File: src/rtl/modem_mode_pkg.sv
package modem_mode_pkg;
    localparam int MODE_W = 8;
    localparam int TASK_W = 3;

    localparam logic [TASK_W-1:0] TASK_SEQ_TX = 3'd1;
    localparam logic [TASK_W-1:0] TASK_BLK_RX = 3'd2;
    localparam logic [TASK_W-1:0] TASK_BLK_TX = 3'd3;

    typedef struct packed {
        logic       irq_pin_en;
        logic       invert;
        logic       txmode;
        logic       scr_en;
        logic       psave;
        logic       dq_irq_en;
        logic [1:0] rsvd;
    } mode_t;

    typedef enum logic [1:0] {
        ST_READY    = 2'd0,
        ST_SETTLE_A = 2'd1,
        ST_SETTLE_B = 2'd2
    } settle_st_e;
endpackage

File: src/rtl/modem_mode_reg.sv
module modem_mode_reg
    import modem_mode_pkg::*;
(
    input  logic              clk,
    input  logic              rst_n,
    input  logic              wr_en,
    input  logic [MODE_W-1:0] wr_data,
    output mode_t             mode_q,
    output logic              cancel_q,
    output logic              settle_trig
);
    mode_t mode_nxt;

    always_comb begin
        mode_nxt      = mode_t'(wr_data);
        mode_nxt.rsvd = '0;
        settle_trig   = wr_en & ((~mode_q.txmode & mode_nxt.txmode) |
                                 (mode_q.psave & ~mode_nxt.psave));
    end

    always_ff @(posedge clk or negedge rst_n) begin
        if (!rst_n) begin
            mode_q   <= '0;
            cancel_q <= 1'b0;
        end else begin
            cancel_q <= wr_en & (mode_nxt.txmode != mode_q.txmode);
            if (wr_en) begin
                mode_q <= mode_nxt;
            end
        end
    end
endmodule

File: src/rtl/modem_settle_fsm.sv
module modem_settle_fsm
    import modem_mode_pkg::*;
(
    input  logic clk,
    input  logic rst_n,
    input  logic trig,
    input  logic bit_tick,
    output logic busy
);
    settle_st_e state_q, state_d;

    always_ff @(posedge clk or negedge rst_n) begin
        if (!rst_n) begin
            state_q <= ST_READY;
        end else begin
            state_q <= state_d;
        end
    end

    always_comb begin
        state_d = state_q;
        if (trig) begin
            state_d = ST_SETTLE_A;
        end else begin
            unique case (state_q)
                ST_READY:    state_d = ST_READY;
                ST_SETTLE_A: if (bit_tick) state_d = ST_SETTLE_B;
                ST_SETTLE_B: if (bit_tick) state_d = ST_READY;
                default:     state_d = ST_READY;
            endcase
        end
    end

    always_comb begin
        busy = (state_q != ST_READY);
    end
endmodule

File: src/rtl/modem_irq_flags.sv
module modem_irq_flags (
    input  logic clk,
    input  logic rst_n,
    input  logic dq_ready,
    input  logic rx_mode,
    input  logic dq_irq_en,
    input  logic stat_rd,
    output logic irq_q,
    output logic dqrdy_q
);
    logic set_flags;

    always_comb begin
        set_flags = dq_ready & rx_mode & dq_irq_en;
    end

    always_ff @(posedge clk or negedge rst_n) begin
        if (!rst_n) begin
            irq_q   <= 1'b0;
            dqrdy_q <= 1'b0;
        end else if (set_flags) begin
            irq_q   <= 1'b1;
            dqrdy_q <= 1'b1;
        end else if (stat_rd) begin
            irq_q   <= 1'b0;
            dqrdy_q <= 1'b0;
        end
    end
endmodule

File: src/rtl/modem_mode_ctrl.sv
module modem_mode_ctrl
    import modem_mode_pkg::*;
(
    input  logic              clk,
    input  logic              rst_n,
    input  logic              wr_en,
    input  logic [MODE_W-1:0] wr_data,
    input  logic              bit_tick,
    input  logic [TASK_W-1:0] task_code,
    input  logic              task_req,
    input  logic              dq_ready,
    input  logic              stat_rd,
    input  logic              tx_in,
    input  logic              rx_in,
    output logic              tx_out,
    output logic              rx_out,
    output logic              tx_mode,
    output logic              pwr_save,
    output logic              scr_hold,
    output logic              task_cancel,
    output logic              task_start,
    output logic              settle_busy,
    output logic              irq_flag,
    output logic              dqrdy_flag,
    output logic              irq_n
);
    mode_t mode_q;
    logic  settle_trig;
    logic  scr_task;

    modem_mode_reg u_reg (
        .clk         (clk),
        .rst_n       (rst_n),
        .wr_en       (wr_en),
        .wr_data     (wr_data),
        .mode_q      (mode_q),
        .cancel_q    (task_cancel),
        .settle_trig (settle_trig)
    );

    modem_settle_fsm u_settle (
        .clk      (clk),
        .rst_n    (rst_n),
        .trig     (settle_trig),
        .bit_tick (bit_tick),
        .busy     (settle_busy)
    );

    modem_irq_flags u_flags (
        .clk       (clk),
        .rst_n     (rst_n),
        .dq_ready  (dq_ready),
        .rx_mode   (~mode_q.txmode),
        .dq_irq_en (mode_q.dq_irq_en),
        .stat_rd   (stat_rd),
        .irq_q     (irq_flag),
        .dqrdy_q   (dqrdy_flag)
    );

    always_comb begin
        scr_task   = (task_code == TASK_SEQ_TX) | (task_code == TASK_BLK_RX) |
                     (task_code == TASK_BLK_TX);
        scr_hold   = ~(mode_q.scr_en & scr_task);
        tx_out     = tx_in ^ mode_q.invert;
        rx_out     = rx_in ^ mode_q.invert;
        tx_mode    = mode_q.txmode;
        pwr_save   = mode_q.psave;
        task_start = task_req & ~settle_busy;
        irq_n      = ~(mode_q.irq_pin_en & irq_flag);
    end
endmodule

File: config.mk
export PLATFORM = sky130hd
export DESIGN_NAME = modem_mode_ctrl
export DESIGN_NICKNAME = d
export VERILOG_FILES = /design/src/rtl/modem_mode_pkg.sv /design/src/rtl/modem_mode_reg.sv /design/src/rtl/modem_settle_fsm.sv /design/src/rtl/modem_irq_flags.sv /design/src/rtl/modem_mode_ctrl.sv
export SDC_FILE = /design/constraint.sdc
export NUM_CORES = 1
export LEC_CHECK = 0
export ABC_CLOCK_PERIOD_IN_PS = 2100
export BUFFER_PORTS_ARGS = -buffer_cell sky130_fd_sc_hd__buf_2
export CAP_MARGIN = 20
export CORE_AREA = 3 3 40 42
export DETAILED_ROUTE_END_ITERATION = 16
export DIE_AREA = 0 0 43 45
export GPL_TIMING_DRIVEN = 0
export MAX_ROUTING_LAYER = met4
export PLACE_DENSITY = 0.76
export SLEW_MARGIN = 20
export SYNTH_ARGS = -nofsm -noshare
export SYNTH_HDL_FRONTEND = slang
export SYNTH_SLANG_ARGS = --single-unit
File: constraint.sdc
create_clock -name clk -period 2.1 [get_ports clk]
set_clock_uncertainty 0.2 [all_clocks]
set_input_delay 0.315 -clock clk [delete_from_list [all_inputs] [get_ports clk]]
set_output_delay 0.315 -clock clk [all_outputs]
set_load 0.02 [all_outputs]
# Word-level counts from Yosys, hierarchy flattened
# Cells that the tools add are included.
word_totals:
  reg_bits: 10
  word_cells: 45
  output_inout_bits: 11
classes:
  eq_ne: 8
  bitwise_logic: 19
  muxes: 6
  n_reduce_logical: 3
op_table:
  columns: ["operator", "n"]
  rows:
  - ["1-bit AND", 9]
  - ["3-bit by 2-bit == test with 1-bit output, second input constant", 2]
  - ["2-bit two-way mux", 3]
  - ["3-bit inequality test, second input constant", 2]
  - ["1-bit inverter", 5]
  - ["2-bit case mux with 2 select lines", 1]
  - ["2-bit nonzero test", 2]
  - ["3-bit by 1-bit == test with 1-bit output, second input constant", 1]
  - ["1-bit bitwise OR", 3]
  - ["2-bit by 1-bit == test with 1-bit output, second input constant", 1]
  - ["2-bit == test, second input constant", 1]
  - ["1-bit two-way mux", 2]
  - ["2-bit AND reduction", 1]
  - ["1-bit bitwise XOR", 2]
  - ["1-bit inequality test", 1]

# Longest topological paths before layout
# Gate-level depths: netlist (run 1).
logic_depth:
  ltp_word: 6
  mapped_depth: 4

# Modules after synthesis
# A second synthesis (run 1) with hierarchy kept.
unflattened:
  cells_unflattened: 43
  area_unflattened_um2: 513.0
modules_own_cells:
  columns: ["module", "area_per_inst_um2", "cells_per_inst", "n_inst"]
  rows:
  - ["modem_mode_reg", 325.3, 23, 1]
  - ["modem_settle_fsm", 95.1, 8, 1]
  - ["modem_irq_flags", 50.0, 5, 1]
  - ["modem_mode_ctrl", 42.5, 7, 1]

# Worst setup path before layout (run 1)
# No wires, ideal clock.
synth_timing:
  kind: "reg-to-output"
  startpoint: "reg u_settle.state_q[1]"
  endpoint: "out task_start"
  arrival_ns: 0.994
  t_required_ns: 1.585
  path_stages_with_launch: 3
  path_slack_ns: 0.591
  path_cell_list: "dfrtp_1 or2_1 nor2_1"
synth_between:
  elab_chain_len: 3
synth_lines:
  columns: ["item", "line", "source"]
  rows:
  - ["start: declaration", "modem_settle_fsm.sv:10", "settle_st_e state_q, state_d;"]
  - ["start signal: assignment", "modem_settle_fsm.sv:16", "state_q <= state_d;"]
  - ["2-bit nonzero test", "modem_settle_fsm.sv:35", "busy = (state_q != ST_READY);"]
  - ["net settle_busy", "modem_mode_ctrl.sv:22", "output logic settle_busy,"]
  - ["1-bit inverter", "modem_mode_ctrl.sv:68", "task_start = task_req & ~settle_busy;"]
  - ["1-bit AND", "modem_mode_ctrl.sv:68", null]
  - ["end: declaration", "modem_mode_ctrl.sv:21", "output logic task_start,"]
# The timed path passes the listed nets, and every way through them passes these cells.

# Worst setup path in the final report (run 1)
layout_timing:
  startpoint: "reg u_settle.state_q[1]"
  endpoint: "out task_start"
layout_between:
  elab_chain_len: 3
layout_lines:
  columns: ["item", "line"]
  rows:
  - ["2-bit nonzero test", "modem_settle_fsm.sv:35"]
  - ["1-bit inverter", "modem_mode_ctrl.sv:68"]
  - ["1-bit AND", "modem_mode_ctrl.sv:68"]
# No other way between the ends.

==> out/qor.yml, run 1 <==
status: "completed"
worstPathRequired_ps: 1580
core_um2: 1280
relSlewSlack: 0.850
initial_core_util: 0.355
mostFrequentLayoutCells: "buf_2 (28), dfrtp_1 (10), mux2_1 (5)"
regArea_um2: 250
setup_viol_count_final: 0
max_stage_delay_ps: 390
dieArea_um2: 1940
antenna_found_initial: 0
grt_max_degree: 11
cts_num_sinks: 10
final_max_slew_viol_count: 0
ys_warn_count: 0
total_power_mw: 0.518
fmax_mhz: 606
synth_edf_count: 0
design_area_um2: 657
area_growth_pct: 43.8
crit_family: "flip-flops"
placed_area_um2: 611
fill_cells: 126
r2r_slack_ps: 930
critPathKind: "flop to primary output"
hold_violations: 0
ys.flop_type: "dfrtp_1"
viasPerCell: 4.55
clk_latency_ps: 260
final_common_cell: "buf_2"
post_cts_buffers: 0
crit_buf_inv: 1
synthArstFlopShare: 1.00
ys_ff_latch: 10
die_h_um: 45
tns_ps: 0
vias: 391
diodes: 0
crit_fanout: 4
avgSynthCellArea_um2: 11.7
totalWireLength_um: 927
num-nets-final: 93
grt_pass1_wl_mm: 1.50
yosys.cell_types.count: 19
drive_gt1_frac: 0.465
p_leak_nw: 0.349
powerDensity_nw_per_um2: 789
irDropWorstVdd_uv: 276
path_clk_slew_ps: 70
pin_count: 31
syn-num-nets: 60
arrival_ps: 1130
routabilityCongestion: 0.651
dr.pass1.iters: 2
post-route-min-period_ps: 1650
grt_overflow_total: 0
row_count: 13
cp_slowest_cell: "dfrtp_1"
drc: 0
rsz0062_at_grt: "no"
multi_input_area_um2: 179
clock_path_buffers: 2
io_buffers: 27
min_period_over_period: 0.785
syn-cell-area_um2: 457
grt_use_total: 0.110
grt_pass1_vias: 390
drv_cap: 0
ys_seq_area_frac: 0.548
synth_cells: 39
hold_class: "input pin to flop"
die_x_um: 43
tritoncts: "built"
post_drt_wl_per_cell_um: 10.8
cts_buffers: 3
tightest_slew_ps: 225
critPathLaunchType: "flop"
path_cells: "or2_1 -> nor2_1 -> buf_2"
drt-initial-drc-count: 3
cts_max_level: 1
end_kind: "primary output"
cts_root_buf: "clkbuf_4"
final_antenna_net_count: 0
stage by stage:
stage | utilization | hold slack (ps) | setup WS, ps | std cells
2_1_floorplan | - | -181 | 591 | 39
3_3_place_gp | 0.475 | -18.3 | 746 | 81
3_5_place_dp | 0.475 | -17.8 | 733 | 81
4_1_cts | 0.511 | 56.8 | 435 | 86
5_1_grt | 0.511 | 57.1 | 380 | 86
6_report | 0.511 | 61.7 | 451 | 86
final cells by class:
type                       instances  area share
sequential                        10       0.381
inverter                           4      0.0229
timing repair buffer              28       0.221
clock buffer                       4      0.0552
tap                               15      0.0286
multi-input combinational         23       0.272
buffer                             2      0.0190
synthesized netlist by cell type, types with 2 or more instances:
cell	instances	area [um^2]
mux2_1	5	56.3
nand2_1	2	7.51
dfrtp_1	10	250
o21ai_0	2	10.0
nor2b_1	2	12.5
inv_1	4	15.0
xor2_1	2	17.5
path summary, 6_finish.rpt:
path / start / depth (start not counted) / to
max: u_settle.state_q[1]$_DFFE_PN0P_ / 3 / task_start
min: wr_data[4] / 2 / u_reg.mode_q[4]$_DFFE_PN0P_
max reg2reg: u_reg.mode_q[5]$_DFFE_PN0P_ / 4 / u_settle.state_q[1]$_DFFE_PN0P_
min reg2reg: u_reg.mode_q[7]$_DFFE_PN0P_ / 1 / u_reg.mode_q[7]$_DFFE_PN0P_
max in group asynchronous: rst_n / 2 / u_reg.mode_q[3]$_DFFE_PN0P_
min in group asynchronous: rst_n / 2 / u_reg.mode_q[6]$_DFFE_PN0P_
timing repair:
item	in CTS	in global routing
endpoints found under the hold margin	10	0
hold buffers	1	0
gates resized for setup	0	0
state kept, by name, indices dropped and copies added (netlist names):
register / cells
u_flags.dqrdy_q: 1
u_reg.cancel_q: 1
u_reg.mode_q: 6
u_settle.state_q: 2
metal layers:
metal / share of wire / up-vias / track usage / wire [um]
li1: - / 195 / - / -
met1: 0.39 / 182 / 0.110 / 360
met2: 0.52 / 14 / 0.189 / 484
met3: 0.087 / 0 / 0.0398 / 81
met4: 0 / 0 / 0.0542 / 0
met5: 0 / - / - / 0
logic make-up after synthesis:
group,count (synthesis),synth area share
flip-flops,10,0.548
adder cells (fa/ha/maj),1,0.0274
AO/OA/AOI/OAI,6,0.0877
XOR/XNOR,2,0.0384
multiplexers,5,0.123
buffers and inverters,6,0.0603
AND/OR/NAND/NOR,9,0.115
power breakdown:
part	internal [mW]	total, mW	switching (mW)
clock	0.105	0.172	0.0665
sequential	0.213	0.226	0.0126
combinational	0.0541	0.121	0.0667
Power figures use the tool's default switching activity.
==> inputs of run 2 (changes only) <==
Settings changed: ABC_AREA from default to 1, ABC_CLOCK_PERIOD_IN_PS 2100 to 1300, CORE_AREA 3 3 40 42 to default, CORE_MARGIN from default to 3, CORE_UTILIZATION from default to 35, DIE_AREA 0 0 43 45 to default, PLACE_DENSITY 0.76 to 0.79.
Clock period 2.1 ns to 1.3 ns, I/O delays scaled along.
==> out/qor.yml, run 2 <==
status: "finished, violations left"
violations: "negative setup slack"
tightest_slew_ps: 219
grt_overflow_total: 0
dr.pass1.iters: 4
end_kind: "primary output"
dieArea_um2: 1870
worstPathRequired_ps: 900
synth.most_common_cell: "nand2_1"
grt_pass1_wl_mm: 1.77
vias: 490
synth_edf_count: 0
grt_max_degree: 11
reg_top3: "u_reg.mode_q (6), u_settle.state_q (2)"
p_leak_nw: 0.440
io_buffers: 27
ys.flop_type: "dfrtp_1"
synth_common_cells: "nand2_1 (18), dfrtp_1 (10), inv_1 (8), o21ai_0 (5), nor2_1 (4)"
hold_violations: 0
hold_end: "u_reg.mode_q[5]$_DFFE_PN0P_"
crit_fanout: 3
yosys.cell_types.count: 16
drive_gt1_frac: 0.433
r2r_slack_ps: 130
drt-initial-drc-count: 3
synthArstFlopShare: 1.00
ys_ff_latch: 10
clk_latency_ps: 250
ys_seq_area_frac: 0.514
tritoncts: "built"
setup_viol_count_final: 5
min_period_over_period: 1.04
drv_cap: 0
detailed_place_hpwl_um: 773
final_max_slew_viol_count: 0
totalWireLength_mm: 1.07
hp-start: "wr_data[5]"
synthTopCellsByArea: "dfrtp_1 (51%), nand2_1 (14%), inv_1 (6.2%), o21ai_0 (5.1%), xor2_1 (3.6%)"
rsz0062_at_grt: "yes"
core_um2: 1200
routabilityCongestion: 0.721
pin_count: 31
whs_path_depth: 3
cts_buffers: 3
fin_cells: 111
rr_worst_depth: 6
final_antenna_net_count: 0
largest_reg_flops: 6
initial_core_util: 0.405
post-route-min-period_ps: 1360
mostFrequentLayoutCells: "buf_2 (21), nand2_1 (18), dfrtp_1 (10)"
grt_pass1_vias: 462
post-route-util: 0.663
yosysTopAreaCell: "dfrtp_1"
r2r-start: "u_reg.mode_q[5]$_DFFE_PN0P_"
powerDensity_nw_per_um2: 1090
area_growth_pct: 63.5
die_x_um: 43.3
syn-cell-area_um2: 487
grt_use_total: 0.127
yosysTopAreaCellShare: 0.514
num-nets-final: 120
fmax_mhz: 737
irDropWorstVdd_uv: 593
top_register: "u_reg.mode_q"
r2r-end: "u_settle.state_q[0]$_DFFE_PN0P_"
ys_warn_count: 0
viasPerCell: 4.41
post_drt_wl_per_cell_um: 9.60
path_clk_slew_ps: 60
avgSynthCellArea_um2: 8.54
arrival_ps: 960
syn-num-nets: 78
drc: 0
dpl.cell_count: 98
pre_cts_slack_ps: 131
synth_cells: 57
startpoint: "u_settle.state_q[1]$_DFFE_PN0P_"
final_common_cell: "buf_2"
fin_ws_ps: -57.0
hold_class: "input pin to flop"
cts_root_buf: "clkbuf_4"
critPathLaunchType: "flop"
critPathKind: "flop to primary output"
relSlewSlack: 0.854
fill_cells: 108
diodes: 0
cts_max_level: 1
row_count: 12
whs_ps: 6.44
clock_path_buffers: 2
cts_num_sinks: 10
die_h_um: 43.3
antenna_found_initial: 0
## run 2: critical path, stage by stage (launching register included)
cell and delay, ps:
dfrtp_1 400, inv_2 70, nand2_4 60, nor2_4 80, buf_6 120
## run 2: power breakdown
part | internal, mW | switching, mW
registers | 0.347 | 0.0245
logic | 0.140 | 0.160
clock network | 0.106 | 0.0887
## run 2: how the worst max path moves through the flow
stage                                            to  slack (ps)  cells past startpoint
finish                                   task_start         -60                      4
global route                             task_start        -110                      4
CTS                                      task_start         -80                      4
detailed placement  u_settle.state_q[0]$_DFFE_PN0P_         130                      6
global placement    u_settle.state_q[0]$_DFFE_PN0P_         160                      6
floorplan           u_settle.state_q[0]$_DFFE_PN0P_          60                      6
## run 2: layer usage
layer  vias up  track usage  routed length, um
met5         -            -                  0
met4         0       0.0361                  0
met3         0       0.0297                 84
met2        22        0.239                577
met1       217        0.127                404
li1        251            -                  -
## run 2: area by class of cell
class | instances | area (um^2) | share of cell area
Timing Repair Buffer | 38 | 267 | 0.335
Buffer | 1 | 11.3 | 0.0142
Sequential cell | 10 | 250 | 0.314
Tap cell | 14 | 17.5 | 0.0220
Multi-Input combinational cell | 35 | 188 | 0.236
Inverter | 10 | 40.0 | 0.0503
Clock buffer | 3 | 22.5 | 0.0283
## run 2: cells by family (layout without fill, tap and decap cells)
kind of cell | Yosys count | after routing | synth area share
AOI/OAI and AO/OA | 7 | 7 | 0.0797
and+or+nand+nor | 25 | 25 | 0.224
buffers and inverters | 12 | 52 | 0.121
DFF | 10 | 10 | 0.514
adders and majority gates | 1 | 1 | 0.0257
xor gates and xnor gates | 2 | 2 | 0.0360
## run 2: through the flow
| step | cell area [um^2] | TNS (ps) | power, mW |
|---|---|---|---|
| after floorplan | 487 | 0 | 0.526 |
| after global placement | 639 | 0 | 0.605 |
| after detailed placement | 639 | 0 | 0.613 |
| after CTS | 768 | -255 | 0.851 |
| after global routing | 796 | -449 | 0.922 |
| final | 796 | -203 | 0.867 |
## run 2: repair_timing
action                                  4_1_cts  5_1_grt
gates cloned                                  0        0
pin swaps                                     2        1
resized for setup                             8        7
endpoints found under the setup margin        6        6
buffers inserted                              1        1
hold buffers                                  9        0
endpoints found under the hold margin        16        0
==> inputs of run 3 (changes only) <==
Settings changed: CORE_MARGIN 3 to 8.
==> out/qor.yml, run 3 (synthesized netlist as in run 2, its figures left out) <==
status: "finished, violations left"
violations: "negative setup slack"
tns_ps: -263
core_um2: 1300
dpl.cell_count: 99
drc: 0
dieArea_um2: 2840
crit_fanout: 3
crit_buf_inv: 2
fin_ws_ps: -73.8
powerDensity_nw_per_um2: 1100
hold_class: "input pin to flop"
grt_pass1_vias: 553
viasPerCell: 4.46
r2r-start: "u_reg.mode_q[5]$_DFFE_PN0P_"
largest_reg_flops: 6
clock_path_buffers: 2
cts_num_sinks: 10
initial_core_util: 0.374
routabilityCongestion: 0.750
crit_family: "flip-flops"
tritoncts: "built"
whs_ps: 20.4
pin_count: 31
dr.pass1.iters: 4
rsz0062_at_grt: "yes"
tightest_slew_ps: 222
path_cells: "inv_2 -> nand2_4 -> nor2_2 -> buf_4"
drt-initial-drc-count: 29
startpoint: "u_settle.state_q[0]$_DFFE_PN0P_"
mostFrequentLayoutCells: "buf_2 (20), nand2_1 (18), dlygate4sd3_1 (10), dfrtp_1 (10), buf_4 (9)"
detailed_place_hpwl_um: 963
cts_root_buf: "clkbuf_4"
hp-start: "bit_tick"
grt_pass1_wl_mm: 2.22
area_growth_pct: 71.7
hold_violations: 0
die_x_um: 53.3
total_power_mw: 0.921
min_period_over_period: 1.06
worstPathRequired_ps: 900
cp_slowest_cell: "dfrtp_1"
end_kind: "primary output"
final_common_cell: "buf_2"
fin_cells: 117
post-route-min-period_ps: 1370
grt_max_degree: 11
drive_gt1_frac: 0.441
die_h_um: 53.3
cts_max_level: 1
critPathKind: "flop to primary output"
arrival_ps: 980
final_antenna_net_count: 0
setup_viol_count_final: 5
grt_use_total: 0.107
row_count: 13
num-nets-final: 125
irDropWorstVdd_uv: 630
io_buffers: 27
r2r_slack_ps: 120
final_max_slew_viol_count: 0
reg_top3: "u_reg.mode_q (6), u_settle.state_q (2)"
diodes: 0
drv_cap: 0
top_register: "u_reg.mode_q"
clk_latency_ps: 260
cts_buffers: 3
fmax_mhz: 728
path_clk_slew_ps: 60
post_drt_wl_per_cell_um: 12.0
vias: 522
grt_overflow_total: 0
relSlewSlack: 0.852
antenna_found_initial: 0
critPathLaunchType: "flop"
totalWireLength_mm: 1.40
p_leak_nw: 0.466
max_stage_delay_ps: 390
-- run 3: cell types whose count changed in the layout (fill, tap and decap cells not counted), sizes merged --
cell and change:
dlygate4sd3 +1, buf +4
-- run 3: stage by stage --
stage	setup slack (ps)	util	instance area (um^2)
5_1_grt	-119	0.642	836
4_1_cts	-86.9	0.623	811
2_1_floorplan	57.3	-	487
3_5_place_dp	149	0.492	641
3_3_place_gp	168	0.492	641
6_report	-73.8	0.642	836
-- run 3: cell type report --
type	instances	area, um^2
clock buffers	3	22.5
plain buffers	2	22.5
flip-flops and latches	10	250
multi-input cells	35	180
fillers	111	465
repair buffers	42	302
inverters	10	40.0
well taps	15	18.8
-- run 3: power by group --
group / internal, mW / switching [mW]
registers: 0.347 / 0.0250
clock network: 0.107 / 0.0989
logic: 0.173 / 0.170
-- run 3: timing repair --
item,4_1_cts,5_1_grt
resized for setup,11,4
hold buffers,10,0
endpoints found under the hold margin,18,0
setup endpoints to repair,6,7
setup buffers,3,2
pin swaps,2,1
-- run 3: worst paths after layout --
check,endpoint,cells past startpoint
max,task_start,4
min,u_settle.state_q[1]$_DFFE_PN0P_,4
max reg2reg,u_settle.state_q[0]$_DFFE_PN0P_,6
min reg2reg,u_reg.mode_q[2]$_DFFE_PN0P_,2
max in group asynchronous,u_reg.mode_q[6]$_DFFE_PN0P_,2
min in group asynchronous,u_reg.mode_q[3]$_DFFE_PN0P_,2
-- run 3: per-layer routing --
| layer | wire length, um | vias up | GRT usage |
|---|---|---|---|
| met4 | 0 | 0 | 0.0378 |
| li1 | - | 264 | - |
| met3 | 133 | 0 | 0.0364 |
| met5 | 0 | - | - |
| met2 | 719 | 27 | 0.193 |
| met1 | 546 | 231 | 0.103 |
-- run 3: worst min-delay path, cell delays in order --
cell and delay (ps):
buf_2 80, nand2_1 60, nand3_2 70, nor2_1 40
